`config.mk`:
```
export PLATFORM = sky130hd
export DESIGN_NAME = muldiv_unit
export DESIGN_NICKNAME = d
export VERILOG_FILES = /design/src/rtl/mdu_pkg.sv /design/src/rtl/mdu_wrdec.sv /design/src/rtl/mdu_step.sv /design/src/rtl/mdu_seq.sv /design/src/rtl/muldiv_unit.sv
export SDC_FILE = /design/constraint.sdc
export NUM_CORES = 1
export LEC_CHECK = 0
export ABC_AREA = 0
export BUFFER_PORTS_ARGS = -buffer_cell sky130_fd_sc_hd__buf_2
export CAP_MARGIN = 20
export CELL_PAD_IN_SITES_DETAIL_PLACEMENT = 0
export CELL_PAD_IN_SITES_GLOBAL_PLACEMENT = 2
export CORE_MARGIN = 10
export CORE_UTILIZATION = 42
export CTS_BUF_LIST = sky130_fd_sc_hd__clkbuf_4
export DETAILED_ROUTE_END_ITERATION = 12
export HOLD_SLACK_MARGIN = 0.02
export PLACE_DENSITY_LB_ADDON = 0.15
export SLEW_MARGIN = 20
export SYNTH_ARGS = -nofsm -noshare
export SYNTH_HDL_FRONTEND = slang
export SYNTH_SLANG_ARGS = --single-unit
```
`constraint.sdc`:
```
create_clock -name clk -period 5.6 [get_ports clk]
set_input_delay 1.12 -clock clk [delete_from_list [all_inputs] [get_ports clk]]
set_output_delay 1.12 -clock clk [all_outputs]
set_load 0.02 [all_outputs]
```
`src/rtl/mdu_pkg.sv`:
```
package mdu_pkg;
  // register selects on the bus address
  typedef enum logic [2:0] {
    SEL_ACC_LO = 3'd0,
    SEL_ACC_HI = 3'd1,
    SEL_OPB    = 3'd2,
    SEL_REM    = 3'd3,
    SEL_CTRL   = 3'd4
  } reg_sel_e;

  localparam int CTRL_GO_BIT  = 7;
  localparam int CTRL_MUL_BIT = 0;
endpackage

```
`src/rtl/mdu_wrdec.sv`:
```
module mdu_wrdec
  import mdu_pkg::*;
#(
  parameter  int AW = 3,
  parameter  int NB = 2
) (
  input  logic          bus_wr,
  input  logic [AW-1:0] bus_addr,
  input  logic [NB-1:0] bus_be,
  output logic [NB-1:0] we_acc_lo,
  output logic [NB-1:0] we_acc_hi,
  output logic [NB-1:0] we_opb,
  output logic [NB-1:0] we_rem,
  output logic          we_ctrl
);
  function automatic logic [NB-1:0] lanes(input logic hit);
    return hit ? bus_be : '0;
  endfunction

  assign we_acc_lo = lanes(bus_wr && bus_addr == AW'(SEL_ACC_LO));
  assign we_acc_hi = lanes(bus_wr && bus_addr == AW'(SEL_ACC_HI));
  assign we_opb    = lanes(bus_wr && bus_addr == AW'(SEL_OPB));
  assign we_rem    = lanes(bus_wr && bus_addr == AW'(SEL_REM));
  assign we_ctrl   = bus_wr && bus_addr == AW'(SEL_CTRL) && bus_be[0];
endmodule

```
`src/rtl/mdu_step.sv`:
```
module mdu_step #(
  parameter  int OPW = 16,
  localparam int RW  = 2 * OPW
) (
  input  logic           mul_mode,
  input  logic [RW-1:0]  acc,
  input  logic [OPW-1:0] rem,
  input  logic [OPW-1:0] opb,
  output logic [RW-1:0]  acc_nx,
  output logic [OPW-1:0] rem_nx
);
  // one shift-add step: add b into the top half when the low bit is set, then shift right
  function automatic logic [RW-1:0] mul_step(input logic [RW-1:0] a, input logic [OPW-1:0] b);
    logic [OPW:0] sum;
    sum = {1'b0, a[RW-1:OPW]} + (a[0] ? {1'b0, b} : '0);
    return {sum, a[OPW-1:1]};
  endfunction

  // one restoring step: shift the dividend MSB into the partial remainder, subtract if it fits
  function automatic logic [RW+OPW-1:0] div_step(input logic [RW-1:0] a,
                                                 input logic [OPW-1:0] r,
                                                 input logic [OPW-1:0] b);
    logic [OPW:0] trial;
    logic         fits;
    trial = {r, a[RW-1]};
    fits  = trial >= {1'b0, b};
    return {a[RW-2:0], fits, fits ? OPW'(trial - {1'b0, b}) : trial[OPW-1:0]};
  endfunction

  always_comb begin
    if (mul_mode) begin
      acc_nx = mul_step(acc, opb);
      rem_nx = rem;
    end else begin
      {acc_nx, rem_nx} = div_step(acc, rem, opb);
    end
  end
endmodule

```
`src/rtl/mdu_seq.sv`:
```
module mdu_seq #(
  parameter  int OPW  = 16,
  localparam int MULN = OPW,
  localparam int DIVN = 2 * OPW,
  localparam int CW   = $clog2(DIVN)
) (
  input  logic          clk,
  input  logic          rst_n,
  input  logic          launch,
  input  logic          mul_mode,
  output logic          run,
  output logic          last_step,
  output logic [CW-1:0] cnt,
  output logic          done
);
  assign last_step = run && (cnt == (mul_mode ? CW'(MULN - 1) : CW'(DIVN - 1)));

  always_ff @(posedge clk or negedge rst_n) begin
    if (!rst_n) begin
      run  <= 1'b0;
      cnt  <= '0;
      done <= 1'b0;
    end else begin
      done <= last_step;
      if (run) begin
        cnt <= cnt + 1'b1;
        if (last_step) run <= 1'b0;
      end else if (launch) begin
        run <= 1'b1;
        cnt <= '0;
      end
    end
  end
endmodule

```
`src/rtl/muldiv_unit.sv`:
```
module muldiv_unit
  import mdu_pkg::*;
#(
  parameter  int OPW = 16,
  parameter  int AW  = 3,
  localparam int NB  = OPW / 8,
  localparam int RW  = 2 * OPW,
  localparam int CW  = $clog2(RW)
) (
  input  logic           clk,
  input  logic           rst_n,
  input  logic           bus_wr,
  input  logic [AW-1:0]  bus_addr,
  input  logic [NB-1:0]  bus_be,
  input  logic [OPW-1:0] bus_wdata,
  output logic [OPW-1:0] bus_rdata,
  output logic           done_o
);
  logic [RW-1:0]  acc, acc_nx;
  logic [OPW-1:0] opb, rem, rem_nx;
  logic           mul_mode;

  // named internal events
  logic [NB-1:0] we_acc_lo, we_acc_hi, we_opb, we_rem;
  logic          we_ctrl, launch, run, last_step;
  logic [CW-1:0] cnt;

  mdu_wrdec #(.AW(AW), .NB(NB)) u_wrdec (
    .bus_wr   (bus_wr),
    .bus_addr (bus_addr),
    .bus_be   (bus_be),
    .we_acc_lo(we_acc_lo),
    .we_acc_hi(we_acc_hi),
    .we_opb   (we_opb),
    .we_rem   (we_rem),
    .we_ctrl  (we_ctrl)
  );

  assign launch = we_ctrl && bus_wdata[CTRL_GO_BIT] && !run;

  mdu_seq #(.OPW(OPW)) u_seq (
    .clk      (clk),
    .rst_n    (rst_n),
    .launch   (launch),
    .mul_mode (mul_mode),
    .run      (run),
    .last_step(last_step),
    .cnt      (cnt),
    .done     (done_o)
  );

  mdu_step #(.OPW(OPW)) u_step (
    .mul_mode(mul_mode),
    .acc     (acc),
    .rem     (rem),
    .opb     (opb),
    .acc_nx  (acc_nx),
    .rem_nx  (rem_nx)
  );

  always_ff @(posedge clk or negedge rst_n) begin
    if (!rst_n) begin
      acc      <= '0;
      rem      <= '0;
      mul_mode <= 1'b0;
    end else if (run) begin
      acc <= acc_nx;
      rem <= rem_nx;
    end else begin
      for (int i = 0; i < NB; i++) begin
        if (we_acc_lo[i]) acc[8*i +: 8]       <= bus_wdata[8*i +: 8];
        if (we_acc_hi[i]) acc[OPW+8*i +: 8]   <= bus_wdata[8*i +: 8];
        if (we_rem[i])    rem[8*i +: 8]       <= bus_wdata[8*i +: 8];
      end
      if (launch)  rem      <= '0;
      if (we_ctrl) mul_mode <= bus_wdata[CTRL_MUL_BIT];
    end
  end

  // the operand register is not guarded: changing it mid-run is a software error
  always_ff @(posedge clk or negedge rst_n) begin
    if (!rst_n) begin
      opb <= '0;
    end else begin
      for (int i = 0; i < NB; i++)
        if (we_opb[i]) opb[8*i +: 8] <= bus_wdata[8*i +: 8];
    end
  end

  always_comb begin
    bus_rdata = '0;
    case (bus_addr)
      AW'(SEL_ACC_LO): bus_rdata = acc[OPW-1:0];
      AW'(SEL_ACC_HI): bus_rdata = acc[RW-1:OPW];
      AW'(SEL_OPB):    bus_rdata = opb;
      AW'(SEL_REM):    bus_rdata = rem;
      AW'(SEL_CTRL): begin
        bus_rdata[CTRL_GO_BIT]  = run;
        bus_rdata[CTRL_MUL_BIT] = mul_mode;
      end
      default:         bus_rdata = '0;
    endcase
  end
endmodule

```
# [Yosys cells after proc, flatten, opt, wreduce, memory -nomap -nowiden]
# Index checks and enable logic that the tools add are counted.
[totals] reg_bits=72 out_inout_bits=17 word_cells=71
[classes] n_addsub=3 order_cmp=1 eq_ne=6 n_mux=27 bitwise_logic=1 n_reduce_logical=21
[ops] cell="2-to-1 mux 16 bit" count=5
[ops] cell="2-to-1 mux 32 bit" count=2
[ops] cell="2-to-1 mux 8 bit" count=6
[ops] cell="one-hot mux 8 bit (4 select lines)" count=1
[ops] cell="one-hot mux 6 bit (4 select lines)" count=1
[ops] cell="adder 16 x 17 -> 17 bit" count=1
[ops] cell=">= comparator 17 x 16 -> 1 bit" count=1
[ops] cell="subtractor 16 bit" count=1
[ops] cell="2-to-1 mux 5 bit" count=3
[ops] cell="one-hot mux 1 bit (5 select lines)" count=2
[ops] cell="nonzero test 2 bit" count=5
[ops] cell="logical AND 1 bit" count=9
[ops] cell="2-to-1 mux 2 bit" count=4
[ops] cell="== test 3 x 2 -> 1 bit (second input constant)" count=2
[ops] cell="AND reduction 2 bit" count=3
[ops] cell="nonzero test 3 bit" count=2
[ops] cell="adder 5 x 1 -> 5 bit (second input constant)" count=1
[ops] cell="== test 5 bit" count=1
[ops] cell="== test 3 x 1 -> 1 bit (second input constant)" count=1
[ops] cell="== test 3 bit (second input constant)" count=1
[ops] cell="zero test 3 bit" count=1
[ops] cell="2-to-1 mux 1 bit" count=3
[ops] cell="inequality test 2 bit (second input constant)" count=1
[ops] cell="zero test 1 bit" count=1
[ops] cell="inverter 1 bit" count=1

# [Logic depth before layout (Yosys ltp)]
[depth] ltp_word=7 mapped_depth=12 mapped_depth_nobuf=10

# [Modules after synthesis]
# A second synthesis with hierarchy kept.
[unflattened] hier_cells=664 hier_area_um2=6238.5
[by_module_without_submodules] mod="muldiv_unit" n_inst=1 cells_per_inst=297 area_per_inst_um2=3470.8
[by_module_without_submodules] mod="mdu_step" n_inst=1 cells_per_inst=324 area_per_inst_um2=2337.2
[by_module_without_submodules] mod="mdu_seq" n_inst=1 cells_per_inst=28 area_per_inst_um2=330.3
[by_module_without_submodules] mod="mdu_wrdec" n_inst=1 cells_per_inst=15 area_per_inst_um2=100.1

# [Worst setup path before layout]
# Ideal clock, no wire load.
[synth_timing] kind="input to output" startpoint="input bus_addr[0]" endpoint="output bus_rdata[2]" arrival_ns=2.434 slack_ns=2.046 stages=4 path_buffers=2 cell_sequence="buf_2 > buf_1 > mux4_2 > and2_1"
[synth_between] elab_chain_len=2 word_cells_on_any_way=5 cone_classes="eq/ne (3); mux (1); reduce/logical (1)"
[synth_rtl] item="from (decl)" line="muldiv_unit.sv:13" text="input logic [AW-1:0] bus_addr,"
[synth_rtl] item="== test 3 x 2 -> 1 bit, or another cell as far along" line="muldiv_unit.sv:92" text="case (bus_addr)"
[synth_rtl] item="one-hot mux 6 bit (4 select lines) *" line="muldiv_unit.sv:92"
[synth_rtl] item="to (decl)" line="muldiv_unit.sv:16" text="output logic [OPW-1:0] bus_rdata,"
# Mark *: on every way between the ends. The rest lies on a longest branch, timed or not.

# [Worst setup path after layout]
[layout_timing] startpoint="input bus_addr[0]" endpoint="output bus_rdata[7]"
[layout_between] elab_chain_len=2 word_cells_on_any_way=6 cone_classes="eq/ne (4); mux (1); reduce/logical (1)"
[layout_rtl] item="== test 3 bit, or another cell as far along" line="muldiv_unit.sv:92"
[layout_rtl] item="one-hot mux 1 bit (5 select lines) *" line="muldiv_unit.sv:92"
# Marks and branches as above.

==> results.txt <==
----------------------------------------------------
[Placement]
  Post-DP Area ... 6190 sq um
  Detailed placer's ending HPWL ... 14100 microns
  Post-placement worst setup slack ... 1.86 ns
  Cell count after placement ... 868
  Final Wtd Congestion ... 0.944
  Count of buffers inserted at the top-level ports ... 40

[Worst setup path]
  Cell type of the slowest stage on the worst timing path ... sky130_fd_sc_hd__mux4_2
  Slowest Stage Delay on Critical Path ... 0.58 ns
  Worst reg2reg path depth ... 10
  Endpoint class of the critical path ... output pin
  Critical path data arrival time ... 2.60 ns
  Internal reg-to-reg setup slack ... 2.48 ns
  Startpoint class of the critical path ... input pin
  Category of the critical setup timing path ... in2out
  Critical path data required time ... 4.48 ns
  Critical path, cell by cell ... buf_2 > mux4_2 > nand2_1 > nand2_1 > buf_2
  Largest fanout of any net on the critical path ... 27

[Route]
  Remaining antenna violation count ... 0
  Number of violations reported at the end of detailed-routing iteration 0 ... 382
  Number of DRC violations after detailed routing ... 0
  Total routed wirelength ... 18700 microns
  WL/cell ... 21.0 microns
  First-pass detailed-route iteration total ... 4
  Via count ... 5328
  Detail-routed via count per cell ... 6.01

[Min path]
  Worst hold path cell count ... 1
  Worst min-delay path category ... reg2reg

[Cells and area]
  Synth-to-Final Area Change ... 8.75%
  Post-layout instance area ... 6390 sq um
  Layout Cells excl Fill ... 887
  Fin nets ... 758
  Ratio of cells with drive above 1 in the final layout ... 13.6%
  FILL cells ... 1400
  Fraction of the core area covered by cells at the end of the flow ... 46.4%

[CTS]
  CTS-repair resized insts ... 0
  Number of clock sinks ... 72
  CTS root buf ... sky130_fd_sc_hd__clkbuf_4
  Clock-pin transition on the worst setup and hold timing paths ... 0.13 ns
  CTS H-tree depth ... 3
  Maximum clock insertion buffer count ... 2
  Clock network latency to the later pin of the worst-skew pair ... 0.47 ns
  Post-CTS Hold Buffers ... 0
  Number of buffers added by the clock tree synthesis step ... 9
  Setup fix buffers added after clock tree synthesis ... 0
  Clock tree from TritonCTS ... built

[Synth]
  Warnings from Yosys ... 0
  FF+latch count, synth ... 72
  Cell taking the most area after synthesis ... sky130_fd_sc_hd__dfrtp_1
  Count of flip-flops with a built-in enable after synthesis ... 0
  Synthesized area ... 5880 sq um
  Mean Syn Cell Area ... 8.67 sq um
  Share of the synthesized area in the top cell type ... 30.7%
  Number of instances in the synthesized netlist ... 678
  Main area contributors after synthesis ... sky130_fd_sc_hd__dfrtp_1 (31%), sky130_fd_sc_hd__ha_1 (7.0%), sky130_fd_sc_hd__mux4_2 (5.7%), sky130_fd_sc_hd__mux2i_1 (5.4%), sky130_fd_sc_hd__nand2_1 (5.4%)
  Share of synthesized area occupied by flip-flops and latches ... 30.7%
  Number of distinct standard cells referenced by the synthesized netlist ... 66
  Net count after synthesis ... 737
  Async set-reset flop share out of synthesis ... 100%
  Top FF cell, synth ... sky130_fd_sc_hd__dfrtp_1

[Pwr]
  Leak ... 0.00276 uW
  Maximum ir drop on the vdd rail ... 367 uV
  P per Cell Area ... 611 nW/um^2

[Timing]
  Setup TNS Final ... 0 ns
  Number of endpoints with negative hold slack in the final report ... 0
  Clock period minus final worst setup slack ... 3.72 ns
  Setup repair after global routing missed its margin ... false
  Final setup violation count ... 0
  Final setup slack of the worst path ... 1.88 ns
  Worst-margin pin slew ... 0.995 ns
  Clock skew ... 0.0225 ns
  Fin crit share ... 66.5%
  Final Max Tran Viols ... 0
  Timing-limited maximum frequency ... 269 MHz
  Relative slew slack ... 33.7%

[GRT]
  Wire length of the first global-routing pass ... 29900 microns
  Number of antenna violations at the first check in global routing ... 3
  Total global routing track utilization ... 19.2%
  GRT Residual Overflow ... 0
  Vias in the first global route ... 5157
  Maximum number of pins on one net before global-route repair ... 73

[Floorplanning]
  Die X-Extent ... 138 microns
  Area of the die ... 19100 sq um
  Die H ... 138 microns
  Initial core utilization ... 42.7%
  Placeable core region ... 13800 sq um
  Row cnt ... 43
  I/O pins ... 41

[Job]
  Total of max-cap violations ... 0

[Status]
  Run status ... completed

----------------------------------------------------
area by class of cell:
cell class | instances | area [sq um] | share of cell area, %
antenna | 3 | 7.51 | 0.117
clock buffer | 9 | 67.6 | 1.06
clock inverter | 7 | 120 | 1.88
inverter | 26 | 97.6 | 1.53
multi-input combinational | 544 | 3820 | 59.8
sequential | 72 | 1800 | 28.2
tap | 180 | 225 | 3.52
timing repair buffer | 46 | 248 | 3.88
where the power goes:
group | internal [uW] | total, uW | leakage [uW] | switching (uW)
clock network | 226 | 444 | 0.0000961 | 218
logic | 1050 | 2370 | 0.00182 | 1320
registers | 740 | 1100 | 0.000849 | 356
total | 2020 | 3910 | 0.00276 | 1890
final timing paths:
| check | end | from |
|---|---|---|
| worst max-delay path | bus_rdata[7] | bus_addr[0] |
| worst min-delay path | u_seq.cnt[4] | u_seq.cnt[4] |
| worst max register to register | acc[31] | acc[0] |
| worst min register to register | u_seq.cnt[4] | u_seq.cnt[4] |
| max in group asynchronous | u_seq.run | rst_n |
| min in group asynchronous | acc[0] | rst_n |
synthesized netlist by cell type (all sizes together) (12+ instances only):
cell	number
dfrtp	72
inv	26
and2	33
a21oi	54
nand3	12
a211oi	16
clkbuf	20
mux2i	32
o22ai	12
ha	33
nand2	85
xnor2	15
buf	16
nor2	41
o21ai	71
mux4	15
registers in the layout, indices dropped and copies added (netlist names):
signal / count
u_seq.cnt: 5
u_seq.run: 1
acc: 32
mul_mode: 1
rem: 16
opb: 16
u_seq.done: 1
cells in the final DEF (no fill, tap or decap), types with 5 or more instances in the layout:
cell,count
sky130_fd_sc_hd__o221ai_1,10
sky130_fd_sc_hd__nor2b_1,9
sky130_fd_sc_hd__nor3b_1,5
sky130_fd_sc_hd__and2_1,33
sky130_fd_sc_hd__ha_1,33
sky130_fd_sc_hd__a31oi_1,9
sky130_fd_sc_hd__nor2_1,41
sky130_fd_sc_hd__mux4_2,15
sky130_fd_sc_hd__nand3_1,12
sky130_fd_sc_hd__dfrtp_1,71
sky130_fd_sc_hd__o211ai_1,6
sky130_fd_sc_hd__nand2b_1,7
sky130_fd_sc_hd__a21oi_1,52
sky130_fd_sc_hd__buf_4,7
sky130_fd_sc_hd__a21o_1,10
sky130_fd_sc_hd__mux2i_1,32
sky130_fd_sc_hd__buf_2,39
sky130_fd_sc_hd__a211oi_1,14
sky130_fd_sc_hd__nand2_1,85
sky130_fd_sc_hd__inv_1,25
sky130_fd_sc_hd__o22ai_1,12
sky130_fd_sc_hd__o21ai_0,62
sky130_fd_sc_hd__nor3_1,7
sky130_fd_sc_hd__clkbuf_4,9
sky130_fd_sc_hd__o21ai_1,8
sky130_fd_sc_hd__a221oi_1,5
sky130_fd_sc_hd__xor2_1,9
sky130_fd_sc_hd__xnor2_1,15
routing by layer:
metal	up-vias	routed length [microns]	GRT usage [%]
met5	-	11	0
met4	2	227	5.66
met3	21	1010	3.32
met2	129	8470	29.4
met1	2621	8950	27.0
li1	2555	-	-
critical path, delay by kind of cell:
kind | cells | cell delay, ns
multiplexers | 1 | 0.58
AND/OR/NAND/NOR | 2 | 0.17
buffers and inverters | 2 | 0.72
cell families (layout without fill, tap and decap cells):
group                      count (synthesis)  count (layout)  share of synthesized area [%]
AOI/OAI and AO/OA                        219             219                           24.1
xor gates and xnor gates                  24              24                           3.58
adders and majority gates                 35              35                           7.71
buffers and inverters                     62              88                           4.41
DFF                                       72              72                           30.7
muxes                                     50              50                           11.8
other                                      0               3                              0
and+or+nand+nor                          216             216                           17.7
stage by stage:
stage | total power, uW | hold WS (ns)
finish | 3910 | 0.526
global route | 4250 | 0.558
CTS | 3910 | 0.529
detailed placement | 3460 | 0.512
global placement | 3410 | 0.494
floorplan | 2860 | 0.472
Note: power is estimated with default switching activity, not from simulation.
